==> src/rtl/lane_pkg.sv <==
package lane_pkg;
    typedef enum logic [1:0] {
        ST_IDLE = 2'd0,
        ST_MEM  = 2'd1,
        ST_RESP = 2'd2
    } lane_state_e;
endpackage

==> src/rtl/lane_wr_steer.sv <==
module lane_wr_steer #(
    parameter int LANE_W = 8
) (
    input  logic                  byte_mode,
    input  logic                  lane_sel,
    input  logic [2*LANE_W-1:0]   data_in,
    output logic [2*LANE_W-1:0]   data_out,
    output logic [1:0]            lane_en
);
    for (genvar g = 0; g < 2; g++) begin : g_lane
        always_comb begin
            data_out[g*LANE_W +: LANE_W] = byte_mode ? data_in[LANE_W-1:0]
                                                     : data_in[g*LANE_W +: LANE_W];
            lane_en[g] = !byte_mode || (lane_sel == 1'(g));
        end
    end
endmodule

==> src/rtl/lane_rd_align.sv <==
module lane_rd_align #(
    parameter int LANE_W = 8
) (
    input  logic                  byte_mode,
    input  logic                  lane_sel,
    input  logic [2*LANE_W-1:0]   word_in,
    output logic [2*LANE_W-1:0]   data_out
);
    logic [LANE_W-1:0] picked;

    always_comb begin
        picked = lane_sel ? word_in[2*LANE_W-1:LANE_W] : word_in[LANE_W-1:0];
        if (byte_mode) begin
            data_out = {{LANE_W{1'b0}}, picked};
        end else begin
            data_out = word_in;
        end
    end
endmodule

==> src/rtl/lane_steer.sv <==
module lane_steer
    import lane_pkg::*;
#(
    parameter int ADDR_W = 16,
    parameter int LANE_W = 8
) (
    input  logic                clk,
    input  logic                rst_n,
    input  logic                cpu_req,
    input  logic                cpu_byte,
    input  logic                cpu_we,
    input  logic [ADDR_W-1:0]   cpu_addr,
    input  logic [2*LANE_W-1:0] cpu_wdata,
    output logic [2*LANE_W-1:0] cpu_rdata,
    output logic                cpu_ready,
    output logic                cpu_err,
    output logic                mem_req,
    output logic [ADDR_W-2:0]   mem_addr,
    output logic                mem_we,
    output logic [1:0]          mem_be,
    output logic [2*LANE_W-1:0] mem_wdata,
    input  logic [2*LANE_W-1:0] mem_rdata,
    input  logic                mem_ready
);
    localparam int DATA_W  = 2 * LANE_W;
    localparam int WADDR_W = ADDR_W - 1;

    typedef struct packed {
        lane_state_e         st;
        logic [WADDR_W-1:0]  waddr;
        logic                we;
        logic                byte_mode;
        logic                lane;
        logic [1:0]          be;
        logic [DATA_W-1:0]   wdata;
        logic [DATA_W-1:0]   rdata;
        logic                err;
    } lane_regs_t;

    lane_regs_t r_d, r_q;

    logic [DATA_W-1:0] steer_wdata;
    logic [1:0]        steer_be;
    logic [DATA_W-1:0] align_rdata;

    lane_wr_steer #(.LANE_W(LANE_W)) u_wr (
        .byte_mode (cpu_byte),
        .lane_sel  (cpu_addr[0]),
        .data_in   (cpu_wdata),
        .data_out  (steer_wdata),
        .lane_en   (steer_be)
    );

    lane_rd_align #(.LANE_W(LANE_W)) u_rd (
        .byte_mode (r_q.byte_mode),
        .lane_sel  (r_q.lane),
        .word_in   (mem_rdata),
        .data_out  (align_rdata)
    );

    always_comb begin
        r_d = r_q;
        unique case (r_q.st)
            ST_IDLE: begin
                r_d.err   = 1'b0;
                r_d.rdata = '0;
                if (cpu_req) begin
                    if (!cpu_byte && cpu_addr[0]) begin
                        r_d.st  = ST_RESP;
                        r_d.err = 1'b1;
                    end else begin
                        r_d.st        = ST_MEM;
                        r_d.waddr     = cpu_addr[ADDR_W-1:1];
                        r_d.we        = cpu_we;
                        r_d.byte_mode = cpu_byte;
                        r_d.lane      = cpu_addr[0];
                        r_d.be        = steer_be;
                        r_d.wdata     = steer_wdata;
                    end
                end
            end
            ST_MEM: begin
                if (mem_ready) begin
                    r_d.st    = ST_RESP;
                    r_d.rdata = r_q.we ? '0 : align_rdata;
                end
            end
            ST_RESP: begin
                r_d.st    = ST_IDLE;
                r_d.err   = 1'b0;
                r_d.rdata = '0;
            end
            default: r_d.st = ST_IDLE;
        endcase
    end

    always_ff @(posedge clk) begin
        if (!rst_n) begin
            r_q <= '{st: ST_IDLE, default: '0};
        end else begin
            r_q <= r_d;
        end
    end

    assign mem_req   = (r_q.st == ST_MEM);
    assign mem_addr  = r_q.waddr;
    assign mem_we    = r_q.we;
    assign mem_be    = r_q.be;
    assign mem_wdata = r_q.wdata;
    assign cpu_ready = (r_q.st == ST_RESP);
    assign cpu_err   = r_q.err;
    assign cpu_rdata = r_q.rdata;
endmodule

==> config.mk <==
export PLATFORM = sky130hd
export DESIGN_NAME = lane_steer
export DESIGN_NICKNAME = d
export VERILOG_FILES = /design/src/rtl/lane_pkg.sv /design/src/rtl/lane_wr_steer.sv /design/src/rtl/lane_rd_align.sv /design/src/rtl/lane_steer.sv
export SDC_FILE = /design/constraint.sdc
export NUM_CORES = 1
export LEC_CHECK = 0
export ABC_AREA = 1
export ABC_CLOCK_PERIOD_IN_PS = 2500
export BUFFER_PORTS_ARGS = -buffer_cell sky130_fd_sc_hd__clkbuf_2
export CAP_MARGIN = 20
export CORE_ASPECT_RATIO = 0.75
export CORE_MARGIN = 2
export CORE_UTILIZATION = 50
export CTS_CLUSTER_SIZE = 16
export DETAILED_ROUTE_END_ITERATION = 7
export PLACE_DENSITY = 0.94
export SLEW_MARGIN = 25
export SYNTH_ARGS = -nofsm -noshare
export SYNTH_HDL_FRONTEND = slang
export SYNTH_SLANG_ARGS = --single-unit
==> constraint.sdc <==
create_clock -name clk -period 2.5 [get_ports clk]
set_input_delay 0.5 -clock clk [delete_from_list [all_inputs] [get_ports clk]]
set_output_delay 0.5 -clock clk [all_outputs]
set_load 0.1 [all_outputs]
==> results.cfg <==
[clock_tree]
clock_sinks = 55
clockRootBuffer = clkbuf_8
cts_tree = built
h-tree-depth = 2
postCtsResizedCells = 0
post_cts_buffers = 0
clk_pin_slew_ns = 0.10
numCtsBuffers = 5
clock_latency_ns = 0.30
cts_hold_buf = 0
cts_max_path_buffers = 2

[placed_design]
gp_congestion = 0.9172
port_buffers = 106
placed_area_sq_um = 2953
dp_hpwl_mm = 4.328

[timing]
fin_crit_ns = 2.041
setup_viol = 0
hold_viol = 0
setup_tns_ns = 0
slew_viol_final = 0
fin_worst_skew_ns = 0.009365
period_share_pct = 81.64
worst_pin_slew_ns = 0.6287
rsz0062_at_grt = no
slew_headroom_pct = 58.04
max_freq_mhz = 490.0

[floorplanning]
fp.dieW_um = 89.70
pin_count = 107
row_count = 23
die_h_um = 68.27
dieArea_sq_um = 6123
core_sq_um = 5324
floorplan.initialDensity_pct = 51.73

[synthesis]
ys_seq_elements = 55
ys_warn_count = 0
ys_types = 17
syn-num-nets = 475
syn_area_sq_um = 2754
synth_commonest_cells = nand2_1, nor2_1, dfxtp_1
synth_edf_count = 0
async_flop_share_pct = 0
yosys_most_used_dff = dfxtp_1
synth_top_area_share_pct = 39.98
synthCells = 421
synth.most_common_cell = nand2_1
ys_seq_area_share_pct = 39.98
synth_area_leaders = dfxtp_1, nand2_1, buf_4, nor2_1, inv_1
syn_area_per_cell_sq_um = 6.541
yosys.area.top_type = dfxtp_1

[global_routing]
track_usage_pct = 19.22
antenna_found_initial = 0
met2_usage_pct = 33.27
busiest_layer = met2
grt_max_degree = 50
grt_pass1_wl_mm = 9.108
gr-usage-met3_pct = 4.584
grt_pass1_vias = 2128
grt_use_met1_pct = 23.24
globalRoute.totalOverflow = 0

[finish]
num_antenna_cells = 0
fin_area_sq_um = 3074
post_route_cells_drive_above_1_share_pct = 25.90
syn_to_final_growth_pct = 11.63
final_net_count = 524
multiInputGateArea_sq_um = 1042
register_area_sq_um = 1101
fillers = 492

[power_and_ir_drop]
ir_worst_vdd_mv = 0.3528
leakage_nw = 1.705
powerDensity_nw_per_um2 = 759.8

[routing]
vias = 2424
wl_per_cell_um = 10.64
first_pass_iters = 4
drt_iter0_drc = 105
ant_nets = 0
routed_wl_mm = 5.811
viasPerCell = 4.440
drc = 0

[min_path]
min_to = mem_addr[7]
hold_depth = 3
hold_class = input port to flip-flop
min_from = cpu_addr[8]

[setup_path]
r2r-end = mem_addr[11]
crit_path_start_kind = flip-flop
crit_chain = inv_1 -> nor2_1 -> clkbuf_2
critPathKind = flip-flop to output port
reg2reg_from = r_q[53]
r2r_cells = 5
slowest_stage = clkbuf_2
cp_max_fo = 7
required_ns = 2.00
r2r_slack_ns = 0.87
critPathCaptureType = output port
cpPeakStageDelay_ns = 0.48
arrival_ns = 1.54

[status]
status = complete, no violations

[run]
drv_cap = 0
-- logic make-up (layout without fill, tap and decap cells) --
kind of cell           Yosys count  in the layout  share of synthesized area (%)
buffers and inverters          108            158                          22.17
AND/OR/NAND/NOR                235            235                          32.99
flip-flops                      55             55                          39.98
AO/OA/AOI/OAI                   23             23                          4.861
-- area by class of cell --
type,count,area share (%)
sequential,55,35.82
multi-input combinational,258,33.90
timing repair buffer,108,18.15
inverter,42,5.128
tap,75,3.053
clock buffer,6,2.686
clock inverter,2,1.262
-- how the worst max path moves through the flow --
stage	start	to	slack (ns)	cells past startpoint
after floorplan	r_q[53]	r_q[54]	0.19	5
after global placement	cpu_byte	r_q[36]	0.68	7
after detailed placement	cpu_byte	mem_wdata[14]	0.63	7
after CTS	r_q[53]	mem_req	0.46	3
after global routing	r_q[53]	mem_req	0.32	3
final	r_q[53]	mem_req	0.46	3
-- power by group --
| group | switching, mW | internal (mW) | total [mW] |
|---|---|---|---|
| combinational | 0.608 | 0.137 | 0.745 |
| clock | 0.286 | 0.330 | 0.615 |
| sequential | 0.0383 | 0.937 | 0.975 |
| total | 0.932 | 1.40 | 2.34 |
-- through the flow --
| step | setup slack [ns] | util [%] | hold slack, ns | power, mW | instances |
|---|---|---|---|---|---|
| 6_report | 0.4590 | 57.74 | 0.4169 | 2.336 | 546 |
| 5_1_grt | 0.3221 | 57.74 | 0.4092 | 2.448 | 546 |
| 4_1_cts | 0.4602 | 57.74 | 0.4088 | 2.350 | 546 |
| 3_5_place_dp | 0.6287 | 55.46 | 0.4453 | 1.741 | 538 |
| 3_3_place_gp | 0.6819 | 55.46 | 0.4382 | 1.727 | 538 |
| 2_1_floorplan | 0.1879 | - | 0.4313 | 1.679 | 421 |
-- sequential cells by signal (all words and copies together), names as in the netlist --
name / cells
cpu_rdata: 16
mem_we: 1
cpu_err: 1
mem_addr: 15
mem_be: 2
mem_wdata: 16
r_q: 4
-- per-layer routing --
metal  vias up  part of all wire [%]
met5         -                     0
met1      1063                    44
li1       1296                     -
met4         0                   1.4
met3         7                   6.2
met2        58                    49
-- placed cells by master, fill, tap and decap left out, drive strengths merged --
master	netlist	final
nand2	149	149
nor2	73	73
o21ai	1	1
buf	57	2
dfxtp	55	55
inv	42	43
clkbuf	9	112
bufinv	0	1
nand4	2	2
a21oi	22	22
nand3	11	11
-- critical path: cells and delay by family (launching register included) --
family,cells,cell delay (ns)
buffers and inverters,2,0.60
and+or+nand+nor,1,0.16
DFF,1,0.47
Power figures use the tool's default switching activity.
